### src/rtl/can_pwr_pkg.sv
// Shared encodings for the CAN power-mode sequencer.
// Assumes: mode and power-save codes are visible to software and must not change.
package can_pwr_pkg;

    typedef enum logic [1:0] {
        MODE_INIT = 2'b00,
        MODE_NORM = 2'b01
    } opmode_e;

    localparam logic [1:0] PS_RUN   = 2'b00;
    localparam logic [1:0] PS_SLEEP = 2'b01;

endpackage

### src/rtl/can_rx_edge.sv
// Receive-pin synchronizer and recessive-to-dominant edge detector.
// Does: brings the asynchronous pin through SYNC_STAGES flops and flags a
// 1->0 change of the synchronized level. Stays active during sleep.
// Assumes: en freezes the chain (module clock removed); reset level is recessive.
module can_rx_edge #(
    parameter int SYNC_STAGES = 2
) (
    input  logic clk,
    input  logic rst_n,
    input  logic en,
    input  logic rx_pin,
    output logic rx_s,
    output logic fall
);
    logic [SYNC_STAGES-1:0] sync_q;
    logic                   prev_q;

    // Shift the pin level through the synchronizer chain.
    generate
        for (genvar g = 0; g < SYNC_STAGES; g++) begin : g_sync
            always_ff @(posedge clk) begin
                if (!rst_n)  sync_q[g] <= 1'b1;
                else if (en) sync_q[g] <= (g == 0) ? rx_pin : sync_q[(g == 0) ? 0 : g-1];
            end
        end
    endgenerate

    // Hold the previous synchronized level for edge detection.
    always_ff @(posedge clk) begin
        if (!rst_n)  prev_q <= 1'b1;
        else if (en) prev_q <= sync_q[SYNC_STAGES-1];
    end

    assign rx_s = sync_q[SYNC_STAGES-1];
    assign fall = en & prev_q & ~rx_s;

endmodule

### src/rtl/can_pwr_fsm.sv
// Sleep/mode state machine.
// Does: queues mode and sleep requests, grants them on an idle bus with
// initialization first, enters and leaves sleep, latches the wake status bit.
// Assumes: fall is already synchronized; en low freezes everything.
module can_pwr_fsm
    import can_pwr_pkg::*;
(
    input  logic       clk,
    input  logic       rst_n,
    input  logic       en,
    input  logic       bus_idle,
    input  logic       psave_wr,
    input  logic [1:0] psave_wdata,
    input  logic       req_op,
    input  logic       req_init,
    input  logic       fall,
    input  logic       wake_clr,
    output logic       asleep,
    output logic [1:0] psave_q,
    output opmode_e    mode,
    output logic       wake_irq,
    output logic       enter_slp,
    output logic       wake_start
);
    logic asleep_q, slp_pend_q, init_pend_q, op_pend_q, irq_q;
    opmode_e mode_q;

    logic wr_run, wr_sleep, wake_now, bus_wake, slp_grant, clash;

    // Decode the write and wake conditions of this cycle.
    always_comb begin
        wr_run    = psave_wr && (psave_wdata == PS_RUN);
        wr_sleep  = psave_wr && (psave_wdata == PS_SLEEP);
        bus_wake  = asleep_q && fall;
        wake_now  = (asleep_q && wr_run) || bus_wake;
        slp_grant = !asleep_q && bus_idle && slp_pend_q;
        clash     = slp_grant && fall;
    end

    assign enter_slp  = en && slp_grant && !fall;
    assign wake_start = en && (wake_now || clash);

    // Request queues, mode register and sleep flag.
    always_ff @(posedge clk) begin
        if (!rst_n) begin
            asleep_q    <= 1'b0;
            slp_pend_q  <= 1'b0;
            init_pend_q <= 1'b0;
            op_pend_q   <= 1'b0;
            mode_q      <= MODE_INIT;
        end else if (en) begin
            if (asleep_q) begin
                if (wake_now) asleep_q <= 1'b0;
                slp_pend_q <= 1'b0;
            end else begin
                init_pend_q <= (init_pend_q && !bus_idle) || req_init;
                op_pend_q   <= (op_pend_q && !bus_idle) || req_op;
                if (bus_idle && init_pend_q)    mode_q <= MODE_INIT;
                else if (bus_idle && op_pend_q) mode_q <= MODE_NORM;
                if (req_init || init_pend_q) slp_pend_q <= 1'b0;
                else if (wr_sleep)           slp_pend_q <= 1'b1;
                else if (wr_run || slp_grant) slp_pend_q <= 1'b0;
                asleep_q <= slp_grant && !fall;
            end
        end
    end

    // Wake status bit: set by bus wake, cleared by software.
    always_ff @(posedge clk) begin
        if (!rst_n) irq_q <= 1'b0;
        else if (en) begin
            if (bus_wake || clash) irq_q <= 1'b1;
            else if (wake_clr)     irq_q <= 1'b0;
        end
    end

    assign asleep   = asleep_q;
    assign psave_q  = (asleep_q || slp_pend_q) ? PS_SLEEP : PS_RUN;
    assign mode     = mode_q;
    assign wake_irq = irq_q;

    a_r3_cpu_wake: assert property (@(posedge clk) disable iff (!rst_n)
        (en && asleep_q && psave_wr && psave_wdata == PS_RUN) |=> !asleep_q);
    a_r5_mode_kept: assert property (@(posedge clk) disable iff (!rst_n)
        asleep_q |=> $stable(mode_q));
    a_r6_bus_irq: assert property (@(posedge clk) disable iff (!rst_n)
        (en && asleep_q && fall) |=> irq_q);
    a_r8_init_ignored: assert property (@(posedge clk) disable iff (!rst_n)
        (en && asleep_q && req_init) |=> !init_pend_q);
    a_r9_exclusive: assert property (@(posedge clk) disable iff (!rst_n)
        init_pend_q |-> !slp_pend_q);

endmodule

### src/rtl/can_rejoin.sv
// Bus-rejoin counter and buffer-ready flag.
// Does: after a wake, counts consecutive recessive samples at the bit strobe
// and raises rdy once RECESSIVE_BITS have been seen; a dominant sample restarts.
// Assumes: start and enter are never high together.
module can_rejoin #(
    parameter int RECESSIVE_BITS = 11
) (
    input  logic clk,
    input  logic rst_n,
    input  logic en,
    input  logic start,
    input  logic enter,
    input  logic strobe,
    input  logic rx_s,
    output logic rdy
);
    localparam int CW = $clog2(RECESSIVE_BITS + 1);
    localparam logic [CW-1:0] LAST = CW'(RECESSIVE_BITS - 1);

    logic [CW-1:0] cnt_q;
    logic          active_q, rdy_q;

    // Track the rejoin window and the recessive run length.
    always_ff @(posedge clk) begin
        if (!rst_n) begin
            rdy_q    <= 1'b1;
            active_q <= 1'b0;
            cnt_q    <= '0;
        end else if (en) begin
            if (start) begin
                rdy_q    <= 1'b0;
                active_q <= 1'b1;
                cnt_q    <= '0;
            end else if (enter) begin
                rdy_q    <= 1'b0;
                active_q <= 1'b0;
                cnt_q    <= '0;
            end else if (active_q && strobe) begin
                if (!rx_s) cnt_q <= '0;
                else if (cnt_q == LAST) begin
                    rdy_q    <= 1'b1;
                    active_q <= 1'b0;
                    cnt_q    <= '0;
                end else cnt_q <= cnt_q + 1'b1;
            end
        end
    end

    assign rdy = rdy_q;

    a_r7_rise_on_strobe: assert property (@(posedge clk) disable iff (!rst_n)
        $rose(rdy_q) |-> $past(strobe && rx_s && en));

endmodule

### src/rtl/can_pwr_seq.sv
// Top of the CAN power-mode sequencer.
// Does: ties edge detector, mode FSM and rejoin counter together and gates
// the operating clock and CPU access.
// Assumes: all inputs except rx_pin are synchronous to clk.
module can_pwr_seq
    import can_pwr_pkg::*;
#(
    parameter int SYNC_STAGES    = 2,
    parameter int RECESSIVE_BITS = 11
) (
    input  logic       clk,
    input  logic       rst_n,
    input  logic       mod_clk_en,
    input  logic       bus_idle,
    input  logic       psave_wr,
    input  logic [1:0] psave_wdata,
    input  logic       req_op,
    input  logic       req_init,
    input  logic       rx_pin,
    input  logic       bit_strobe,
    input  logic       wake_clr,
    input  logic       cpu_reg_wr,
    input  logic       cpu_buf_acc,
    output logic       op_clk_en,
    output logic       sleeping,
    output logic [1:0] psave_q,
    output logic [1:0] mode_q,
    output logic       wake_irq,
    output logic       buf_rdy,
    output logic       reg_wr_ok,
    output logic       buf_acc_ok
);
    logic    rx_s, fall, asleep, enter_slp, wake_start;
    opmode_e mode;

    can_rx_edge #(.SYNC_STAGES(SYNC_STAGES)) i_edge (
        .clk(clk), .rst_n(rst_n), .en(mod_clk_en), .rx_pin(rx_pin),
        .rx_s(rx_s), .fall(fall)
    );

    can_pwr_fsm i_fsm (
        .clk(clk), .rst_n(rst_n), .en(mod_clk_en), .bus_idle(bus_idle),
        .psave_wr(psave_wr), .psave_wdata(psave_wdata), .req_op(req_op),
        .req_init(req_init), .fall(fall), .wake_clr(wake_clr),
        .asleep(asleep), .psave_q(psave_q), .mode(mode), .wake_irq(wake_irq),
        .enter_slp(enter_slp), .wake_start(wake_start)
    );

    can_rejoin #(.RECESSIVE_BITS(RECESSIVE_BITS)) i_rejoin (
        .clk(clk), .rst_n(rst_n), .en(mod_clk_en), .start(wake_start),
        .enter(enter_slp), .strobe(bit_strobe), .rx_s(rx_s), .rdy(buf_rdy)
    );

    // Clock gate and CPU access gating.
    always_comb begin
        op_clk_en  = mod_clk_en && !asleep;
        reg_wr_ok  = cpu_reg_wr && !asleep;
        buf_acc_ok = cpu_buf_acc && buf_rdy && !asleep;
    end

    assign sleeping = asleep;
    assign mode_q   = mode;

    a_r7_rdy_low_asleep: assert property (@(posedge clk) disable iff (!rst_n)
        asleep |-> !buf_rdy);
    a_r12_clk_off_hold: assert property (@(posedge clk) disable iff (!rst_n)
        !mod_clk_en |=> ($stable(asleep) && $stable(psave_q)));

endmodule

### config.mk
export PLATFORM = sky130hd
export DESIGN_NAME = can_pwr_seq
export DESIGN_NICKNAME = d
export VERILOG_FILES = /design/src/rtl/can_pwr_pkg.sv /design/src/rtl/can_rx_edge.sv /design/src/rtl/can_pwr_fsm.sv /design/src/rtl/can_rejoin.sv /design/src/rtl/can_pwr_seq.sv
export SDC_FILE = /design/constraint.sdc
export NUM_CORES = 1
export LEC_CHECK = 0
export ABC_AREA = 1
export BUFFER_PORTS_ARGS = -buffer_cell sky130_fd_sc_hd__buf_2
export CAP_MARGIN = 15
export CELL_PAD_IN_SITES_DETAIL_PLACEMENT = 0
export CELL_PAD_IN_SITES_GLOBAL_PLACEMENT = 2
export CORE_UTILIZATION = 29
export CTS_CLUSTER_SIZE = 8
export DETAILED_ROUTE_END_ITERATION = 16
export GPL_ROUTABILITY_DRIVEN = 0
export PLACE_DENSITY_LB_ADDON = 0.15
export SLEW_MARGIN = 15
export SYNTH_ARGS = -nofsm -noshare
export SYNTH_HDL_FRONTEND = slang
export SYNTH_SLANG_ARGS = --single-unit
export TNS_END_PERCENT = 100
### constraint.sdc
create_clock -name clk -period 1.9 [get_ports clk]
set_clock_uncertainty 0.1 [all_clocks]
set_input_delay 0.38 -clock clk [delete_from_list [all_inputs] [get_ports clk]]
set_output_delay 0.38 -clock clk [all_outputs]
set_load 0.02 [all_outputs]
# After elaboration in Yosys (flattened, before gate mapping)
# Cells that the tools add are included.
# word_totals
ff_bits	16
inputBits	14
out_inout_bits	10
# classes
n_addsub	1
n_eq_ne	2
muxes	26
n_bitwise	4
reduce_logical	44
# ops
cell	n
logical AND 1 bit	20
two-way mux 4 bit	5
two-way mux 1 bit	19
nonzero test 3 bit	3
logical OR 1 bit	8
AND reduction 2 bit	4
adder 4 x 1 -> 4 bit (second input constant)	1
== test 4 bit (second input constant)	1
two-way mux 2 bit	2
AND reduction 4 bit	1
nonzero test 2 bit	2
nonzero test 4 bit	1
zero test 1 bit	3
AND reduction 3 bit	1
AND 1 bit	2
== test 2 x 1 -> 1 bit (second input constant)	1
zero test 2 bit	1
NOT 1 bit	2

# Longest topological paths before layout
# Gate-level depths: netlist (run 1).
# logic_depth
word_depth	8
mapped_depth	10

# Hierarchy
# A second synthesis (run 1) with hierarchy kept.
# hier_totals
hier_cells	126
area_unflattened_um2	858.3
# modules_own_cells
mod	n_inst	cells_each	area_per_inst_um2
can_rejoin	1	50	367.9
can_pwr_fsm	1	55	359.1
can_rx_edge	1	15	108.9
can_pwr_seq	1	6	22.5

# Worst setup path after synthesis (run 1)
# Ideal clock, no wire load.
# synth_path
kind	register to register
start	reg i_fsm.asleep_q (netlist: i_fsm.asleep)
end	reg i_rejoin.cnt_q[1]
arrival_time_ns	1.191
required_time_ns	1.686
path_slack_ns	0.495
path_stages_with_launch	10
n_path_buf	0
period_less_slack_ns	1.405
cell_sequence	dfxtp_1 inv_2 nand2_1 nor2_1 nand2_4 nand4_4 nand2_2 inv_2 nor2_1 nor2_2
# synth_via
elab_chain_len	8
elab_cells_between_ends	15
classes_between	mux: 2; reduce/logical: 13
# synth_lines
element	line_no	text
from (decl)	can_pwr_fsm.sv:25	logic asleep_q, slp_pend_q, init_pend_q, op_pend_q, irq_q;
from (signal assigned)	can_pwr_fsm.sv:63	asleep_q <= slp_grant && !fall;
zero test 1 bit	can_pwr_fsm.sv:36	slp_grant = !asleep_q && bus_idle && slp_pend_q;
logical AND 1 bit (2 in series)	can_pwr_fsm.sv:36	
logical AND 1 bit	can_pwr_fsm.sv:37	clash = slp_grant && fall;
logical OR 1 bit	can_pwr_fsm.sv:41	assign wake_start = en && (wake_now || clash);
logical AND 1 bit	can_pwr_fsm.sv:41	
nonzero test 3 bit (no line)	--	
AND reduction 2 bit (no line)	--	
to (signal assigned)	can_rejoin.sv:44	end else cnt_q <= cnt_q + 1'b1;
to (decl)	can_rejoin.sv:20	logic [CW-1:0] cnt_q;
# Several ways; a longest one is shown, not always the timed one.
# A chain may end at the register's enable or synchronous reset.

# Worst setup path after layout (run 1)
# layout_path
start	reg i_fsm.asleep_q (netlist: i_fsm.asleep)
end	out op_clk_en
# layout_via
elab_chain_len	2
# layout_lines
element	line_no	text
zero test 1 bit	can_pwr_seq.sv:56	op_clk_en = mod_clk_en && !asleep;
logical AND 1 bit	can_pwr_seq.sv:56	
to (decl)	can_pwr_seq.sv:24	output logic op_clk_en,
# No other way between the ends.

==> out/qor.yml, run 1 <==
final-instance-count-excl-fill: 172
port_buffers: 21
pwr-share-seq_pct: 55.5
vdd_ir_drop_max_v: 0.000246
clock-sinks: 15
finalSetupTns_ns: 0
vias_per_cell: 4.81
finalNetCount: 158
rsz0062_at_grt: "false"
yosys-top-cells-area: "dfxtp_1 35%, nand2_1 13%, a21oi_1 5.2%, inv_1 4.8%, nor2_1 4.8%"
grt_pass1_wl_um: 3190
path_max_fanout: 8
worstSetupEndpointType: "primary output"
path_cells: "inv_2 > nand2_1 > inv_1 > buf_2"
hold_viol: 0
crit_arrival_ns: 1.22
cts_tree: "yes"
antenna_found_initial: 0
crit_type: "reg -> out"
p_sw_share_pct: 27.1
clkTransAtPathRegs_ns: 0.09
cts_hold_buf: 0
synth_warnings: 0
total_power_mw: 0.593
clockBufferDepth: 2
synth_top_area_share_pct: 34.7
first_global_vias: 734
syn_area_um2: 866
seq_area_frac_synth_pct: 34.7
p_clk_share_pct: 31.3
diodes: 0
cpPeakStageDelay_ns: 0.52
outcome: "complete, no violations"
hpwl_um: 1440
worstSkewPairLatency_ns: 0.28
drc: 0
maxCapViolCount: 0
synth_top_cell_by_area: "dfxtp_1"
grt-ovfl-total: 0
fin_ws_ns: 0.199
regMostFlops: "i_rejoin.cnt_q"
hp-class: "in -> reg"
dp_slack_ns: 0.139
wl_per_cell_um: 10.7
power_frac_comb_pct: 13.2
die_h_um: 56.6
core_area_um2: 2780
die_area_um2: 3210
die_x_um: 56.6
fmax_ghz: 0.588
totalWireLength_um: 1850
dp_cells: 168
root_buffer: "clkbuf_4"
dr.pass1.iters: 4
ys_ff_latch: 15
postCtsSetupBuffers: 0
final_core_util_pct: 36.3
cp_slowest_cell: "dfxtp_1"
syn-instance-count: 119
initial_core_util_pct: 31.1
syn2layout_area_growth_pct: 16.5
ioPinCount: 24
dr_total_vias: 828
cts_max_level: 1
drtIter0Drc: 12
final.period_utilization_pct: 89.5
track_usage_pct: 12.7
start_kind: "register"
finalMaxSlewViolations: 0
internal_power_mw: 0.432
cts_buffers: 3
antenna_left: 0
fin_crit_ns: 1.70
largest_reg_flops: 4
p_sw_mw: 0.161
cts.repair.resized: 0
setup-violations-final: 0
leakage_nw: 0.504
synth.avg_cell_area_um2: 7.28
layout-drive-gt1-share_pct: 28.4
crit_buf_inv: 3
power_density_nw_per_um2: 588
ys_types: 28
path_delay_family: "flip-flops"
grt_max_degree: 14
rows: 19
cp.required_ns: 1.42
==> layer usage <==
layer	track usage [%]	wire length [µm]	up-vias
met1	17.6	944	373
met5	0	0	-
met4	5.23	17	0
met3	2.30	87	2
met2	19.3	800	23
li1	-	-	430
==> final timing paths <==
path	startpoint	to	slack (ns)	cells after the start
max	i_fsm.asleep	op_clk_en	0.20	4
max reg2reg	i_fsm.asleep	i_rejoin.cnt_q[2]	0.39	10
min reg2reg	i_edge.sync_q[0]	i_edge.sync_q[0]	0.37	2
min	rx_pin	i_edge.sync_q[0]	0.20	3
==> cell usage in the layout, fill, tap and decap left out, types with 2 or more instances in the layout <==
master and instances:
buf_2 21, ha_1 2, nand4_1 2, nand2_2 2, nand3_4 2, nand3_2 2, o21ai_0 3, a21oi_1 9
inv_2 4, inv_1 11, dfxtp_1 15, nor2_4 2, nor2_1 11, nand3_1 8, conb_1 2, nand2_1 31
clkbuf_4 3
==> per-stage QoR <==
stage / instance area, µm² / hold slack (ns)
floorplan: 870 / 0.329
global placement: 982 / 0.350
detailed placement: 982 / 0.350
CTS: 1010 / 0.196
global route: 1010 / 0.210
finish: 1010 / 0.203
==> power groups by stage <==
| stage | clock [mW] | combinational, mW | sequential (mW) |
|---|---|---|---|
| after floorplan | 0 | 0.0555 | 0.336 |
| after global placement | 0 | 0.0794 | 0.336 |
| after detailed placement | 0 | 0.0791 | 0.337 |
| after CTS | 0.200 | 0.0795 | 0.329 |
| after global routing | 0.210 | 0.0886 | 0.330 |
| final | 0.186 | 0.0784 | 0.329 |
==> cells by family (layout without fill, tap and decap cells) <==
| group | after synthesis | in the layout | share of synthesized area [%] |
|---|---|---|---|
| buffers and inverters | 19 | 40 | 10.1 |
| other | 1 | 2 | 0.433 |
| flip-flops | 15 | 15 | 34.7 |
| AO/OA/AOI/OAI | 16 | 16 | 10.4 |
| AND/OR/NAND/NOR | 65 | 65 | 40.5 |
| XOR/XNOR | 1 | 1 | 1.01 |
| adder cells (fa/ha/maj) | 2 | 2 | 2.89 |
==> worst register-to-register path: stages, from the launching register on <==
cell	delay, ns
dfxtp_1	0.41
inv_2	0.09
nand2_1	0.06
nor2_1	0.18
nand2_4	0.11
nand4_4	0.09
nand2_2	0.09
inv_2	0.12
nand2_1	0.06
nand2_1	0.05
nor2_1	0.03
==> final cells by class <==
type	instances	area, µm²
repair buffers	21	105
inverters	15	56.3
clock buffers	4	26.3
well taps	31	38.8
fillers	323	1770
multi-input cells	86	482
flip-flops and latches	15	300
==> cells in the mapped netlist (all sizes together) <==
library cell  instances
ha                    2
nand4                 3
o21ai                 3
nor3                  1
nand3                12
or2                   1
nand2                34
inv                  15
a32oi                 1
a21oi                 9
buf                   3
nor2                 14
a31oi                 1
conb                  1
xor2                  1
clkbuf                1
o31ai                 1
dfxtp                15
o211ai                1
(Power assumes the default switching activity.)
==> run 2: changes to the inputs <==
--- a/config.mk
+++ b/config.mk
@@ -14,7 +14,7 @@
 export CTS_CLUSTER_SIZE = 8
 export DETAILED_ROUTE_END_ITERATION = 16
 export GPL_ROUTABILITY_DRIVEN = 0
-export PLACE_DENSITY_LB_ADDON = 0.15
+export PLACE_DENSITY = 0.82
 export SLEW_MARGIN = 15
 export SYNTH_ARGS = -nofsm -noshare
 export SYNTH_HDL_FRONTEND = slang
==> run 2 against run 1 <==
Net effect:
- total power increased by 1.2%
- via count decreased by 0.60%
- worst hold slack got worse by 0.011 ns
- critical path depth unchanged
- final cell count unchanged
- critical endpoint unchanged
- register-to-register slack about the same
- die area unchanged
- clock-buffer cell count unchanged
- clock power increased by 3%
- first-iteration DRC count increased by 8.3%
- combinational power about the same
- sequential power about the same
==> out/qor.yml, run 2 (synthesis results as in run 1) <==
track_usage_pct: 13.8  # was 12.7%
hpwl_um: 1470  # was 1440 µm
crit_arrival_ns: 1.21  # was 1.22 ns
cp_slowest_cell: "dfxtp_1"  # unchanged
finalSetupTns_ns: 0  # unchanged
diodes: 0  # unchanged
finalNetCount: 158  # unchanged
cp.required_ns: 1.42  # about the same
die_area_um2: 3210  # unchanged
vdd_ir_drop_max_v: 0.000408  # was 0.000246 V
power_density_nw_per_um2: 595  # was 588 nW/µm²
rsz0062_at_grt: "false"  # unchanged
worstSkewPairLatency_ns: 0.28  # about the same
clock-sinks: 15  # unchanged
cts.repair.resized: 0  # unchanged
cts_hold_buf: 0  # unchanged
fin_crit_ns: 1.69  # was 1.70 ns
hp-class: "in -> reg"  # unchanged
dp_slack_ns: 0.181  # was 0.139 ns
grt_max_degree: 14  # unchanged
largest_reg_flops: 4  # unchanged
placed_area_um2: 982  # unchanged
wl_per_cell_um: 11.3  # was 10.7 µm
layout-drive-gt1-share_pct: 28.4  # unchanged
ioPinCount: 24  # unchanged
postCtsSetupBuffers: 0  # unchanged
fmax_ghz: 0.593  # was 0.588 GHz
hold_viol: 0  # unchanged
path_cells: "inv_2 > nand2_1 > inv_1 > buf_2"  # unchanged
die_h_um: 56.6  # unchanged
syn2layout_area_growth_pct: 16.5  # unchanged
outcome: "complete, no violations"  # unchanged
regMostFlops: "i_rejoin.cnt_q"  # unchanged
dr.pass1.iters: 4  # unchanged
hold_ws_ns: 0.192  # was 0.203 ns
cts_buffers: 3  # unchanged
root_buffer: "clkbuf_4"  # unchanged
rows: 19  # unchanged
worstSetupEndpointType: "primary output"  # unchanged
die_x_um: 56.6  # unchanged
grt-ovfl-total: 0  # unchanged
crit_buf_inv: 3  # unchanged
path_delay_family: "flip-flops"  # unchanged
first_global_vias: 779  # was 734
totalWireLength_um: 1940  # was 1850 µm
cpPeakStageDelay_ns: 0.53  # was 0.52 ns
start_kind: "register"  # unchanged
setup-violations-final: 0  # unchanged
r2r_slack_ns: 0.40  # was 0.39 ns
maxCapViolCount: 0  # unchanged
grt_pass1_wl_um: 3390  # was 3190 µm
drtIter0Drc: 13  # was 12
fin_ws_ns: 0.214  # was 0.199 ns
final_core_util_pct: 36.3  # unchanged
core_area_um2: 2780  # unchanged
cts_tree: "yes"  # unchanged
path_max_fanout: 8  # unchanged
final.period_utilization_pct: 88.7  # was 89.5%
leakage_nw: 0.504  # unchanged
drc: 0  # unchanged
finalMaxSlewViolations: 0  # unchanged
cts_max_level: 1  # unchanged
port_buffers: 21  # unchanged
final_common_cell: "nand2_1"  # unchanged
dr_total_vias: 823  # was 828
antenna_found_initial: 0  # unchanged
clockBufferDepth: 2  # unchanged
vias_per_cell: 4.78  # was 4.81
fin_area_um2: 1010  # unchanged
layout_common_cells: "31 x nand2_1, 21 x buf_2, 15 x dfxtp_1, 11 x inv_1, 11 x nor2_1"  # unchanged
initial_core_util_pct: 31.1  # unchanged
crit_type: "reg -> out"  # unchanged
clkTransAtPathRegs_ns: 0.10  # was 0.09 ns
antenna_left: 0  # unchanged
==> run 2: report_power, final <==
group          switching [mW]  leakage [nW]  internal, mW
sequential            0.00684         0.122         0.323
clock                   0.111        0.0150        0.0816
combinational          0.0499         0.367        0.0282
==> run 2: worst min-delay path: cells and delay by family <==
family	cells	cell delay, ns
simple gates	2	0.10
buf+inv	1	0.07
==> run 2: stage by stage <==
stage / power (mW) / instances
after floorplan: 0.392 / 120
after global placement: 0.416 / 168
after detailed placement: 0.415 / 168
after CTS: 0.609 / 172
after global routing: 0.635 / 172
final: 0.600 / 172
==> run 2: final timing paths <==
kind	start	end	cells past startpoint
worst max-delay path	i_fsm.asleep	op_clk_en	4
worst min-delay path	rx_pin	i_edge.sync_q[0]	3
worst max register to register	i_fsm.asleep	i_rejoin.cnt_q[2]	10
worst min register to register	i_fsm.op_pend_q	i_fsm.op_pend_q	2
==> run 2: cell type report <==
class | instances | area (µm²)
inverters | 15 | 56.3
repair buffers | 21 | 105
multi-input cells | 86 | 482
clock buffers | 4 | 26.3
flip-flops and latches | 15 | 300
fillers | 313 | 1770
well taps | 31 | 38.8
==> run 2: layer usage <==
metal  share of wire, %  vias up  GRT usage, %  routed length [µm]
met5                  0        -             0                   0
met4               0.83        0          7.32                  16
met3                3.7        2          2.76                  71
met2                 47       19          21.7                 921
met1                 48      374          17.7                 929
li1                   -      428             -                   -
